[src/rtl/phyctl_pkg.sv]
package phyctl_pkg;

    localparam int PHY_RESET_BIT = 0;

    typedef enum logic [1:0] {
        OP_ADDR  = 2'd0,
        OP_WRITE = 2'd1,
        OP_READ  = 2'd2,
        OP_RSVD  = 2'd3
    } phy_op_e;

    typedef enum logic [1:0] {
        PH_ADDR,
        PH_DATA,
        PH_WR,
        PH_RD
    } phase_e;

    typedef enum logic [1:0] {
        S_IDLE,
        S_RAISE,
        S_WAIT_HI,
        S_WAIT_LO
    } seq_state_e;

    // Strobe group in PHY control-word order (bits 19..16 above the data field)
    typedef struct packed {
        logic rd;
        logic wr;
        logic cap_data;
        logic cap_addr;
    } strobe_t;

    function automatic strobe_t phase_strobe(input phase_e p);
        strobe_t s;
        s = '0;
        case (p)
            PH_ADDR: s.cap_addr = 1'b1;
            PH_DATA: s.cap_data = 1'b1;
            PH_WR:   s.wr       = 1'b1;
            default: s.rd       = 1'b1;
        endcase
        return s;
    endfunction

    function automatic phase_e first_phase(input phy_op_e op);
        case (op)
            OP_WRITE: return PH_DATA;
            OP_READ:  return PH_RD;
            default:  return PH_ADDR;
        endcase
    endfunction

endpackage

[src/rtl/phyctl_poll_timer.sv]
module phyctl_poll_timer #(
    parameter int POLL_GAP  = 100,
    parameter int MAX_POLLS = 10
) (
    input  logic clk,
    input  logic rst,
    input  logic clear,
    input  logic miss,
    output logic poll_now,
    output logic last_poll
);
    localparam int GW = (POLL_GAP > 1) ? $clog2(POLL_GAP) : 1;
    localparam int PW = (MAX_POLLS > 1) ? $clog2(MAX_POLLS) : 1;
    localparam logic [GW-1:0] GAP_RELOAD = GW'(POLL_GAP - 1);
    localparam logic [PW-1:0] LAST_IDX   = PW'(MAX_POLLS - 1);

    logic [GW-1:0] gap_q;
    logic [PW-1:0] polls_q;

    always_ff @(posedge clk) begin
        if (rst || clear) begin
            gap_q   <= '0;
            polls_q <= '0;
        end else if (miss) begin
            gap_q   <= GAP_RELOAD;
            polls_q <= polls_q + 1'b1;
        end else if (gap_q != '0) begin
            gap_q <= gap_q - 1'b1;
        end
    end

    assign poll_now  = (gap_q == '0);
    assign last_poll = (polls_q == LAST_IDX);
endmodule

[src/rtl/phyctl_seq.sv]
module phyctl_seq
    import phyctl_pkg::*;
#(
    parameter int DW = 16
) (
    input  logic          clk,
    input  logic          rst,
    input  logic          start,
    input  phy_op_e       op,
    input  logic [DW-1:0] operand,
    input  logic          ack,
    input  logic [DW-1:0] phy_dout,
    input  logic          poll_now,
    input  logic          last_poll,
    output logic          tmr_clear,
    output logic          tmr_miss,
    output strobe_t       stb,
    output logic [DW-1:0] din,
    output logic          busy,
    output logic          done,
    output logic          err,
    output logic [DW-1:0] rd_data
);
    seq_state_e state;
    phase_e     phase;
    logic       waiting;
    logic       hit;

    assign waiting   = (state == S_WAIT_HI) || (state == S_WAIT_LO);
    assign hit       = (state == S_WAIT_HI) ? ack : !ack;
    assign tmr_clear = (state == S_RAISE) || (waiting && poll_now && hit);
    assign tmr_miss  = waiting && poll_now && !hit && !last_poll;

    always_ff @(posedge clk) begin
        if (rst) begin
            state   <= S_IDLE;
            phase   <= PH_ADDR;
            stb     <= '0;
            din     <= '0;
            busy    <= 1'b0;
            done    <= 1'b0;
            err     <= 1'b0;
            rd_data <= '0;
        end else begin
            done <= 1'b0;
            case (state)
                S_IDLE: begin
                    if (start && op != OP_RSVD) begin
                        stb <= '0;
                        if (op != OP_READ) din <= operand;
                        phase <= first_phase(op);
                        busy  <= 1'b1;
                        err   <= 1'b0;
                        state <= S_RAISE;
                    end
                end
                S_RAISE: begin
                    stb <= phase_strobe(phase);
                    if (phase == PH_WR && din[PHY_RESET_BIT]) begin
                        // PHY is resetting itself: no acknowledge will come
                        done  <= 1'b1;
                        busy  <= 1'b0;
                        state <= S_IDLE;
                    end else begin
                        state <= S_WAIT_HI;
                    end
                end
                S_WAIT_HI, S_WAIT_LO: begin
                    if (poll_now) begin
                        if (hit) begin
                            if (state == S_WAIT_HI) begin
                                if (phase == PH_RD) rd_data <= phy_dout;
                                stb   <= '0;
                                state <= S_WAIT_LO;
                            end else if (phase == PH_DATA) begin
                                phase <= PH_WR;
                                state <= S_RAISE;
                            end else begin
                                done  <= 1'b1;
                                busy  <= 1'b0;
                                state <= S_IDLE;
                            end
                        end else if (last_poll) begin
                            err   <= 1'b1;
                            done  <= 1'b1;
                            busy  <= 1'b0;
                            state <= S_IDLE;
                        end
                    end
                end
                default: state <= S_IDLE;
            endcase
        end
    end
endmodule

[src/rtl/phyctl_hs_master.sv]
module phyctl_hs_master
    import phyctl_pkg::*;
#(
    parameter int DW        = 16,
    parameter int POLL_GAP  = 100,
    parameter int MAX_POLLS = 10
) (
    input  logic          clk,
    input  logic          rst,
    input  logic          cmd_start,
    input  logic [1:0]    cmd_op,
    input  logic [DW-1:0] cmd_operand,
    input  logic          pd_test_req,
    output logic          busy,
    output logic          done,
    output logic          err,
    output logic [DW-1:0] rd_data,
    output logic [DW-1:0] phy_data_in,
    output logic          phy_cap_addr,
    output logic          phy_cap_data,
    output logic          phy_write,
    output logic          phy_read,
    output logic          phy_pd_test,
    input  logic          phy_ack,
    input  logic [DW-1:0] phy_data_out
);
    logic    poll_now, last_poll, tmr_clear, tmr_miss;
    strobe_t stb;
    logic    pd_q;

    phyctl_poll_timer #(
        .POLL_GAP  (POLL_GAP),
        .MAX_POLLS (MAX_POLLS)
    ) u_timer (
        .clk       (clk),
        .rst       (rst),
        .clear     (tmr_clear),
        .miss      (tmr_miss),
        .poll_now  (poll_now),
        .last_poll (last_poll)
    );

    phyctl_seq #(.DW(DW)) u_seq (
        .clk       (clk),
        .rst       (rst),
        .start     (cmd_start),
        .op        (phy_op_e'(cmd_op)),
        .operand   (cmd_operand),
        .ack       (phy_ack),
        .phy_dout  (phy_data_out),
        .poll_now  (poll_now),
        .last_poll (last_poll),
        .tmr_clear (tmr_clear),
        .tmr_miss  (tmr_miss),
        .stb       (stb),
        .din       (phy_data_in),
        .busy      (busy),
        .done      (done),
        .err       (err),
        .rd_data   (rd_data)
    );

    // Power-down test line is held apart from the strobe group
    always_ff @(posedge clk) begin
        if (rst) pd_q <= 1'b0;
        else     pd_q <= pd_test_req;
    end

    assign phy_pd_test  = pd_q;
    assign phy_cap_addr = stb.cap_addr;
    assign phy_cap_data = stb.cap_data;
    assign phy_write    = stb.wr;
    assign phy_read     = stb.rd;
endmodule

[config.mk]
export PLATFORM = sky130hd
export DESIGN_NAME = phyctl_hs_master
export DESIGN_NICKNAME = d
export VERILOG_FILES = /design/src/rtl/phyctl_pkg.sv /design/src/rtl/phyctl_poll_timer.sv /design/src/rtl/phyctl_seq.sv /design/src/rtl/phyctl_hs_master.sv
export SDC_FILE = /design/constraint.sdc
export NUM_CORES = 1
export LEC_CHECK = 0
export BUFFER_PORTS_ARGS = -buffer_cell sky130_fd_sc_hd__buf_4
export CAP_MARGIN = 30
export CORE_MARGIN = 3
export CORE_UTILIZATION = 45
export DETAILED_ROUTE_END_ITERATION = 10
export PLACE_DENSITY = 0.84
export SYNTH_ARGS = -nofsm -noshare
export SYNTH_HDL_FRONTEND = slang
export SYNTH_SLANG_ARGS = --single-unit
[constraint.sdc]
create_clock -name clk -period 1.9 [get_ports clk]
set_clock_uncertainty 0.05 [all_clocks]
set_input_delay 0.19 -clock clk [delete_from_list [all_inputs] [get_ports clk]]
set_output_delay 0.19 -clock clk [all_outputs]
set_load 0.03 [all_outputs]
* Yosys cells after proc, flatten, opt, wreduce, memory -nomap -nowiden *
Index checks and enable logic that the tools add are counted.

storage, ports and cells
  input port bits = 39
  output and inout port bits = 40
  word-level logic and storage cells = 115
  bits in registers = 55

cells by class
  $add $sub $neg = 2
  equal/unequal tests = 23
  multiplexer cells = 47
  reduce and logical (&&, ||, !) cells = 28

operators with widths
  operator                                                                 count
  1-bit 2-to-1 mux                                                         23
  2-bit 2-to-1 mux                                                         11
  4-bit 2-to-1 mux                                                         4
  7-bit 2-to-1 mux                                                         2
  2-bit by 1-bit inequality test with 1-bit output, second input constant  6
  4-bit one-hot mux with 3 select lines                                    1
  6-bit AND reduction                                                      2
  2-bit == test, second input constant                                     5
  2-bit inequality test, second input constant                             5
  5-bit AND reduction                                                      2
  2-bit one-hot mux with 2 select lines                                    2
  7-bit zero test                                                          1
  7-bit nonzero test                                                       1
  7-bit by 1-bit subtractor with 7-bit output, second input constant       1
  2-bit by 1-bit == test with 1-bit output, second input constant          3
  1-bit logical AND                                                        6
  3-bit inequality test, second input constant                             2
  2-bit one-hot mux with 3 select lines                                    1
  3-bit AND reduction                                                      2
  4-bit by 1-bit adder with 4-bit output, second input constant            1
  4-bit == test, second input constant                                     1
  2-bit zero test                                                          2
  1-bit one-hot mux with 2 select lines                                    2
  4-bit AND reduction                                                      1
  other kinds (7)                                                          13

* Logic depth before layout (Yosys ltp) *
Gate-level depths: netlist (run 1).

  depth after elaboration = 7
  mapped depth = 9
  mapped depth without buffers = 7

* Modules after synthesis *
A second synthesis (run 1) with hierarchy kept.

unflattened totals
  cells, all modules = 287
  area, all modules = 2,362.3 um2

modules (own cells, without submodules)
  module             cells an instance  times used  sequential area each (um2)  area an instance (um2)
  phyctl_seq         219                1           860.8                       1,760.4
  phyctl_poll_timer  66                 1           220.2                       568.0
  phyctl_hs_master   2                  1           20.0                        33.8

* Least setup slack after synthesis (run 1) *
No wires, ideal clock.

  path kind = register to register
  start point = register u_timer.gap_q[0]
  end point = register u_seq.rd_data[10]
  required time = 1.718 ns
  clock period less this slack = 1.792 ns
  stages on the path, launching flop included = 10
  buffers on the path = 2
  setup time = 0.132 ns
  arrival = 1.610 ns
  slack = 0.108 ns
  cells stage by stage = dfxtp_1 inv_1 ha_1 nor2b_1 nand3_1 or2_1 clkbuf_1 buf_2 nand2_1 a21oi_1

between the ends
  cells in the longest elaborated chain, start to end = 2

RTL lines
  element                        RTL line                 text
  start, declared                phyctl_poll_timer.sv:17  logic [GW-1:0] gap_q;
  start signal, assigned         phyctl_poll_timer.sv:28  gap_q <= gap_q - 1'b1;
  7-bit zero test                phyctl_poll_timer.sv:32  assign poll_now = (gap_q == '0);
  5-bit AND reduction (no line)  -
  end signal, assigned           phyctl_seq.sv:72         if (phase == PH_RD) rd_data <= phy_dout;
  end, declared                  phyctl_seq.sv:22         output logic [DW-1:0] rd_data

No other way between the ends.
A chain may end at the register's enable or synchronous reset.

* Worst setup path in the final report (run 1) *
  start point = register u_timer.gap_q[3]
  end point = register u_timer.gap_q[3]

between the ends
  cells in the longest elaborated chain, start to end = 6
  elaborated cells on any way between the ends = 10
  classes of those cells = 1 x add/sub; 9 x reduce/logical

RTL lines
  element
  branches (longest 6 deep; another with 7-bit by 1-bit subtractor with 7-bit output)

Several ways; the timed one is not identified.

==> results.yml, run 1 <==
synth:
  netlist_instances: 286
  muxShareOfSynthArea_pct: 0.4283
  synth_edf_count: 0
  ys_ff_latch: 55
  synth_area_leader_cell: "dfxtp_1"
  yosysMostFrequentCell: "nand2_1"
  synthAdderAreaFrac_pct: 4.176
  synth-compound-area-share_pct: 15.26
  synth_area_per_cell_um2: 8.172
  synth_area_leaders: "dfxtp_1 (47%), nand2_1 (12%), a21oi_1 (8.6%), ha_1 (3.7%), nor2_1 (2.6%)"
  syn_nets: 332
  ys_top_cells_by_count: "nand2_1 (76), dfxtp_1 (55), a21oi_1 (40), nor2_1 (16), clkbuf_1 (13)"
  synth_top_area_share_pct: 47.11
  yosys.area_share.simple_pct: 25.86
  ys.warnings.count: 0
  synth_top_family_by_area: "simple AND/OR/NAND/NOR gates"
  ys_seq_area_share_pct: 47.11
  synth_xor_area_share_pct: 2.998
  netlist_area_mm2: 0.002337
  synthArstFlopShare_pct: 0
  synthFlopType: "dfxtp_1"
  ys_types: 42
timing:
  setup_viol: 0
  timing.final.crit_share_pct: 96.69
  hold_violations: 0
  max_freq_mhz: 544.3
  max_slew_margin_pct: 61.82
  tns_ns: 0
  hold_ws_ns: 0.04565
  maxSlewViolCount: 0
  worstMarginPinSlew_ns: 0.5722
  period_minus_slack_ns: 1.837
  rsz0062_at_grt: "no"
floorplan:
  fp.dieW_um: 78.07
  initial_core_util_pct: 47.90
  die_area_mm2: 0.006095
  rows: 25
  core_mm2: 0.004880
  io_pins: 79
  die-height_um: 78.07
layout:
  fin_util_pct: 64.79
  num-nets-final: 412
  layout-drive-gt1-share_pct: 29.97
  area_delta_synth_final_pct: 35.28
  fin_cells: 434
  antenna_cells: 0
worst_setup_path:
  arrival_ns: 2.00
  crit_path_end_kind: "flop"
  criticalPathCategory: "flop to flop"
  worstSetupStartpointType: "flop"
  required_ns: 2.06
  path_max_fanout: 5
  rr_worst_depth: 5
grt:
  grt_pass1_wl_mm: 8.921
  antenna_found_initial: 0
  grt_pass1_vias: 1980
  grt_usage_pct: 18.01
  grt_start_max_net_pins: 44
  overflow: 0
power:
  p_sw_w: 0.001138
  internal-power_w: 0.002063
  swShare_pct: 35.55
  pwr-share-seq_pct: 44.0
  pwr-share-comb_pct: 35.3
  ir_worst_vdd_mv: 0.9431
  powerDensity_mw_per_mm2: 1013
  power_leakage_nw: 1.317
  clkPwrFrac_pct: 20.7
clocking:
  cts-root-buf: "clkbuf_8"
  clkSinkCount: 55
  cts_buffer_depth: 2
  cts_hold_buf: 0
  post_cts_buffers: 0
  cts_buffers: 5
  clock_latency_ns: 0.31
  clk_pin_slew_ns: 0.10
  h-tree-depth: 2
  cts_tree: "yes"
detailed_routing:
  wl_per_cell_um: 12.59
  drt-pass1-iter-count: 4
  first_iter_violations: 94
  drc: 0
  num_vias: 2157
  routed_wl_mm: 5.463
  vias_per_cell: 4.970
  antenna_left: 0
place:
  dp.cells: 426
  routabilityCongestion: 0.8940
  dp_hpwl_mm: 4.060
  io_buffers: 78
flow_run:
  drv_cap: 0
outcome:
  run_status: "complete, no violations"
worst_hold_path:
  min_path_cells: 2
  holdCritPathClass: "primary input to flop"
[per-stage QoR]
| step | power [W] | setup slack (ns) | instance area (um2) |
|---|---|---|---|
| 3_5_place_dp | 0.002462 | -0.01906 | 3038 |
| 2_1_floorplan | 0.002126 | 0.1078 | 2337 |
| 4_1_cts | 0.003120 | 0.01538 | 3129 |
| 6_report | 0.003201 | 0.06294 | 3162 |
| 3_3_place_gp | 0.002432 | 0.008162 | 3038 |
| 5_1_grt | 0.003407 | 0.01511 | 3162 |
[kinds of logic (layout without fill, tap and decap cells)]
kind of cell,count (synthesis),after routing
mux,1,1
xor+xnor,8,8
buf+inv,24,105
flops,55,55
compound gates,61,61
simple gates,129,129
fa+ha+maj,8,8
[worst max-delay path, cell delays in order, from the launching register on]
cell	delay, ns
dfxtp_2	0.37
or4_4	0.59
o31ai_1	0.26
a21o_1	0.23
nand2b_1	0.18
nor2_1	0.06
[power by group through the flow]
stage,registers [W],logic [W],clock network (W)
6_report,0.00141,0.00113,0.000662
5_1_grt,0.00143,0.00125,0.000729
4_1_cts,0.00138,0.00106,0.000678
3_5_place_dp,0.00141,0.00106,0
3_3_place_gp,0.00140,0.00103,0
2_1_floorplan,0.00144,0.000686,0
[worst paths after layout]
| kind | to | start | slack, ns |
|---|---|---|---|
| min reg2reg | u_seq.rd_data[13] | u_seq.rd_data[13] | 0.41 |
| max reg2reg | u_timer.gap_q[3] | u_timer.gap_q[3] | 0.06 |
| max | u_timer.gap_q[3] | u_timer.gap_q[3] | 0.06 |
| min | phy_pd_test | pd_test_req | 0.05 |
[cell type report]
class                   instances  area, um2
flip-flops and latches         55       1104
clock buffers                   5      68.82
well taps                      67      83.83
inverters                       7      26.28
multi-input cells             207       1169
clock inverters                 3      22.52
fillers                       427       1718
repair buffers                 90      688.2
[repair_timing]
| action | in CTS | in global routing |
|---|---|---|
| pin swaps | 0 | 1 |
| gates resized for setup | 1 | 11 |
| setup endpoints to repair | 11 | 42 |
[flip-flops by register name, summed over array words and instances, names as in the netlist]
name and flops:
u_timer.polls_q 4, u_seq.phase 2, u_seq.rd_data 16, u_seq.state 2, u_seq.din 16, u_seq.err 1, phy_pd_test 1, u_seq.busy 1
u_seq.stb 4, u_timer.gap_q 7, u_seq.done 1
[placed cells by master, fill, tap and decap left out, types with 2 or more instances in the layout]
cell type  netlist  layout
buf_4            1      89
nand2_1         76      76
dfxtp_1         55      53
a21oi_1         40      40
nor2_1          16      14
inv_1            7       7
nor3_1           7       7
ha_1             7       7
nand2b_1         5       5
xnor2_1          5       5
clkbuf_8         0       5
nor2b_1          5       4
a211oi_1         4       4
nand4_1          4       4
nor2_2           2       3
xor2_1           3       3
nor4_1           2       2
a31oi_1          2       2
nand3b_1         2       2
o21ai_1          0       2
a22o_1           2       2
a32o_1           2       2
o21ai_0          4       2
dfxtp_2          0       2
[metal layers]
| metal | up-vias | track usage [%] | routed length (um) |
|---|---|---|---|
| met2 | 61 | 29.79 | 2610 |
| met4 | 0 | 5.245 | 70 |
| li1 | 1117 | - | - |
| met3 | 5 | 5.275 | 373 |
| met1 | 974 | 22.82 | 2409 |
| met5 | - | 0 | 0 |
Note: power is estimated with default switching activity, not from simulation.
==> run 2: changes to the inputs <==
- PLACE_DENSITY: 0.84 -> 0.83
- SLEW_MARGIN: not set -> 20
- SYNTH_HIERARCHICAL: not set -> 1
==> results.yml, run 2 <==
synth:
  synth_edf_count: 0
  yosysMostFrequentCell: "nand2_1"
  synthFlopType: "dfxtp_1"
  netlist_area_mm2: 0.002362
  syn_nets: 332
  ys_types: 46
  synth_area_leaders: "dfxtp_1 (47%), nand2_1 (11%), a21oi_1 (8.5%), nor2_1 (3.3%), ha_1 (3.2%)"
  synth_area_per_cell_um2: 8.231
  synth_area_leader_cell: "dfxtp_1"
  synthArstFlopShare_pct: 0
  ys_ff_latch: 55
  synth_top_area_share_pct: 46.61
  ys_top_cells_by_count: "nand2_1 (69), dfxtp_1 (55), a21oi_1 (40), nor2_1 (21), inv_1 (10)"
  ys.warnings.count: 6
  ys_seq_area_share_pct: 46.61
  netlist_instances: 287
clocking:
  cts_tree: "yes"
  cts_buffers: 5
  clock_latency_ns: 0.31
  clkSinkCount: 55
  cts_buffer_depth: 2
  cts-root-buf: "clkbuf_8"
  clk_pin_slew_ns: 0.10
  cts_hold_buf: 0
  h-tree-depth: 2
detailed_routing:
  routed_wl_mm: 5.582
  first_iter_violations: 90
  drt-pass1-iter-count: 4
  vias_per_cell: 5.116
  drc: 0
  num_vias: 2246
  antenna_left: 0
  wl_per_cell_um: 12.72
grt:
  grt_pass1_wl_mm: 8.832
  grt_pass1_vias: 1970
  grt_usage_pct: 17.60
  grt_start_max_net_pins: 47
  overflow: 0
  antenna_found_initial: 0
layout:
  fin_util_pct: 66.14
  antenna_cells: 0
  final_common_cell: "buf_4"
  layout_common_cells: "buf_4 (91), nand2_1 (68), dfxtp_1 (51)"
  n_fill_cell: 395
  layout-drive-gt1-share_pct: 33.87
  area_delta_synth_final_pct: 37.50
  top_regs: "u_seq/din x16, u_seq/rd_data x16, u_timer/gap_q x7"
  num-nets-final: 416
timing:
  setup_viol: 0
  max_slew_margin_pct: 63.90
  tns_ns: 0
  worstMarginPinSlew_ns: 0.5401
  timing.final.crit_share_pct: 97.97
  maxSlewViolCount: 0
  period_minus_slack_ns: 1.862
  hold_ws_ns: 0.03689
  hold_violations: 0
  rsz0062_at_grt: "yes"
  max_freq_mhz: 537.2
worst_setup_path:
  r2r_end: "u_timer/gap_q[2]"
  required_ns: 2.10
  crit_path_start: "u_timer/gap_q[1]"
  path_max_fanout: 6
  r2r_setup_slack_ns: 0.04
  arrival_ns: 2.06
  crit_path_end_kind: "flop"
  worstSetupStartpointType: "flop"
  criticalPathCategory: "flop to flop"
  regToRegStartpoint: "u_timer/gap_q[1]"
  rr_worst_depth: 9
place:
  io_buffers: 78
  dp_hpwl_mm: 3.893
  routabilityCongestion: 0.8310
power:
  power_leakage_nw: 1.367
  p_sw_w: 0.001401
  pwr-share-comb_pct: 42.7
  ir_worst_vdd_mv: 0.7610
  powerDensity_mw_per_mm2: 1148
  internal-power_w: 0.002327
  clkPwrFrac_pct: 17.3
  pwr-share-seq_pct: 40.0
  swShare_pct: 37.58
worst_hold_path:
  min_path_cells: 2
  holdCritStartpoint: "pd_test_req"
  min_to: "phy_pd_test"
  holdCritPathClass: "primary input to flop"
floorplan:
  die-height_um: 78.46
  die_area_mm2: 0.006155
  io_pins: 79
  initial_core_util_pct: 48.10
  fp.dieW_um: 78.46
  core_mm2: 0.004911
  rows: 25
flow_run:
  drv_cap: 0
outcome:
  run_status: "complete, no violations"
[run 2: cell types whose count changed after synthesis, sizes merged, moves of 2 or more]
cell | previous run | this run
nand2b | 5 | 7
a32o | 2 | 0
buf | 4 | 7
and4 | 0 | 2
clkbuf | 13 | 9
nand2 | 76 | 69
or3 | 0 | 2
nor2 | 18 | 22
a32oi | 0 | 2
nand4 | 4 | 1
nor2b | 5 | 3
inv | 7 | 10
[run 2: worst max path at each step]
stage          cells past startpoint                 to
2_1_floorplan                      8  u_seq/rd_data[14]
3_3_place_gp                      10   u_timer/gap_q[1]
3_5_place_dp                      10   u_timer/gap_q[0]
4_1_cts                           10   u_timer/gap_q[1]
5_1_grt                            9   u_timer/gap_q[4]
6_report                           9   u_timer/gap_q[2]
[run 2: per-stage QoR]
stage                     std cells  worst slack, ns  total power, W  instance area, um2
after global routing            439         -0.06175        0.003958                3248
after CTS                       436         -0.01079        0.003575                3174
final                           439          0.03850        0.003727                3248
after floorplan                 287          0.02956        0.002511                2402
after global placement          425          0.03349        0.002844                3060
after detailed placement        425         -0.04919        0.002881                3060
[run 2: power groups by stage]
stage               Clock, W  Sequential [W]  Combinational, W
finish              0.000645         0.00149           0.00159
global route        0.000712         0.00151           0.00173
CTS                 0.000662         0.00148           0.00144
detailed placement         0         0.00150           0.00138
global placement           0         0.00149           0.00135
floorplan                  0         0.00158          0.000929
[run 2: kinds of logic (layout without fill, tap and decap cells)]
family	Yosys count	count (layout)	share of synthesized area (%)
XOR/XNOR	7	7	2.595
adder cells (fa/ha/maj)	6	6	3.178
AND/OR/NAND/NOR	132	132	27.54
AO/OA/AOI/OAI	60	60	14.67
multiplexers	1	1	0.4237
flip-flops	55	55	46.61
buffers and inverters	26	111	4.979
[run 2: critical path, stage by stage (launching register included)]
cell	delay (ns)
dfxtp_2	0.35
inv_2	0.06
ha_4	0.16
nor2b_4	0.12
and2_4	0.18
a21oi_2	0.12
o22ai_2	0.08
or2_4	0.26
a211o_1	0.31
nor2_1	0.11
[run 2: repair_timing]
action	in CTS	in global routing
pin swaps	1	10
endpoints found under the setup margin	9	28
endpoints found under the hold margin	0	0
buffers inserted	2	3
gates resized for setup	3	13
gates cloned	1	0
[run 2: routing by layer]
metal	vias to the layer above	share of wire, %	global-route usage (%)
li1	1132	-	-
met1	1025	42	20.60
met2	78	49	31.16
met3	11	6.7	4.358
met4	0	1.9	6.119
met5	-	0	0
[run 2: cell type report]
class                           instances  area (um2)  share of cell area (%)
Timing Repair Buffer                   93       708.2                   21.80
Multi-Input combinational cell        206        1225                   37.71
Inverter                               10       37.54                   1.156
Clock buffer                            5       68.82                   2.119
Tap cell                               67       83.83                   2.581
Clock inverter                          3       18.77                  0.5778
Sequential cell                        55        1106                   34.05
==> run 3: changes to the inputs <==
- REMOVE_ABC_BUFFERS: not set -> 1
==> results.yml, run 3 (same netlist as run 2, synthesis figures left out) <==
layout:
  n_fill_cell: 404
  final_area_mm2: 0.003344
  area_delta_synth_final_pct: 41.58
  num-nets-final: 426
  final_common_cell: "buf_4"
  layout-drive-gt1-share_pct: 35.86
  antenna_cells: 0
  layout_common_cells: "buf_4 (102), nand2_1 (68), dfxtp_1 (53)"
  top_regs: "u_seq/din x16, u_seq/rd_data x16, u_timer/gap_q x7"
worst_setup_path:
  arrival_ns: 2.05
  max_stage_delay_ns: 0.34
  criticalPathCategory: "flop to flop"
  slowest_stage: "dfxtp_2"
  required_ns: 2.09
  r2r_setup_slack_ns: 0.05
  r2r_end: "u_timer/gap_q[4]"
  rr_worst_depth: 9
  regToRegStartpoint: "u_timer/gap_q[1]"
  worstSetupStartpointType: "flop"
  crit_path_end_kind: "flop"
  path_max_fanout: 5
  endpoint: "u_timer/gap_q[4]"
  crit_chain: "inv_1 -> ha_4 -> nor2b_4 -> and2_4 -> a21oi_2 -> o22ai_2 -> or2_4 -> a211o_1 -> nor2_1"
  crit_path_start: "u_timer/gap_q[1]"
grt:
  grt_pass1_wl_mm: 9.266
  grt_usage_pct: 18.22
  overflow: 0
  grt_start_max_net_pins: 39
  antenna_found_initial: 0
  grt_pass1_vias: 2132
place:
  routabilityCongestion: 0.8777
  io_buffers: 78
  dp_slack_ns: -0.1397
  dp_hpwl_mm: 4.161
  place_area_mm2: 0.003137
power:
  total_power_w: 0.003797
  powerDensity_mw_per_mm2: 1135
  pwr-share-comb_pct: 45.4
  swShare_pct: 37.79
  ir_worst_vdd_mv: 0.7989
  pwr-share-seq_pct: 37.6
  power_leakage_nw: 1.411
  clkPwrFrac_pct: 17.0
  p_sw_w: 0.001435
  internal-power_w: 0.002362
clocking:
  cts_hold_buf: 0
  cts-root-buf: "clkbuf_8"
  cts_tree: "yes"
  cts_buffers: 5
  clkSinkCount: 55
  clk_pin_slew_ns: 0.10
  h-tree-depth: 2
  cts_buffer_depth: 2
  clock_latency_ns: 0.30
timing:
  hold_ws_ns: 0.05165
  timing.final.ws_setup_ns: 0.04581
  period_minus_slack_ns: 1.854
  timing.final.crit_share_pct: 97.59
  max_slew_margin_pct: 63.83
  tns_ns: 0
  worstMarginPinSlew_ns: 0.5353
  max_freq_mhz: 539.3
  setup_viol: 0
  hold_violations: 0
  maxSlewViolCount: 0
detailed_routing:
  drt-pass1-iter-count: 4
  drc: 0
  num_vias: 2271
  antenna_left: 0
  wl_per_cell_um: 13.03
  vias_per_cell: 5.058
  first_iter_violations: 76
  routed_wl_mm: 5.849
worst_hold_path:
  min_path_cells: 2
  holdCritPathClass: "primary input to flop"
  holdCritStartpoint: "pd_test_req"
floorplan:
  die_area_mm2: 0.006155
  fp.dieW_um: 78.46
  io_pins: 79
  rows: 25
  core_mm2: 0.004911
  initial_core_util_pct: 48.10
  die-height_um: 78.46
flow_run:
  drv_cap: 0
outcome:
  run_status: "complete, no violations"
==> run 3: layout make-up <==
cell class	instances	area (um2)	area share [%]
Clock buffer	5	68.82	2.058
Clock inverter	3	22.52	0.6734
Inverter	10	37.54	1.122
Multi-Input combinational cell	206	1242	37.15
Sequential cell	55	1104	33.00
Tap cell	67	83.83	2.507
Timing Repair Buffer	103	785.8	23.49
==> run 3: worst min path at each step <==
stage | to | slack [ns]
CTS | phy_pd_test | 0.05
floorplan | phy_pd_test | 0.20
finish | phy_pd_test | 0.05
detailed placement | phy_pd_test | 0.36
global route | phy_pd_test | 0.05
global placement | phy_pd_test | 0.36
==> run 3: what timing repair did <==
| item | CTS | global route |
|---|---|---|
| pin swaps | 2 | 5 |
| setup buffers | 0 | 2 |
| endpoints found under the hold margin | 0 | 0 |
| resized for setup | 8 | 16 |
| setup endpoints to repair | 17 | 31 |
==> run 3: per-layer routing <==
metal	track usage [%]	routed length, um
met5	0	0
met4	5.245	35
met3	3.555	398
met2	32.96	2915
met1	21.81	2499
==> run 3: critical path, delay by kind of cell, from the launching register on <==
kind,cells,cell delay (ns)
simple gates,4,0.62
compound gates,3,0.54
flops,1,0.34
buf+inv,1,0.07
fa+ha+maj,1,0.17
==> run 3: power by group through the flow <==
stage | registers (W) | logic [W] | clock network [W]
after CTS | 0.00142 | 0.00156 | 0.000668
after global placement | 0.00144 | 0.00146 | 0
after detailed placement | 0.00144 | 0.00151 | 0
final | 0.00143 | 0.00172 | 0.000646
after floorplan | 0.00160 | 0.000766 | 0
after global routing | 0.00145 | 0.00188 | 0.000706
==> run 3: metrics by stage <==
stage | instances | util, %
after floorplan | 271 | -
after global placement | 439 | 63.87
after detailed placement | 439 | 63.87
after CTS | 447 | 66.19
after global routing | 449 | 68.10
final | 449 | 68.10
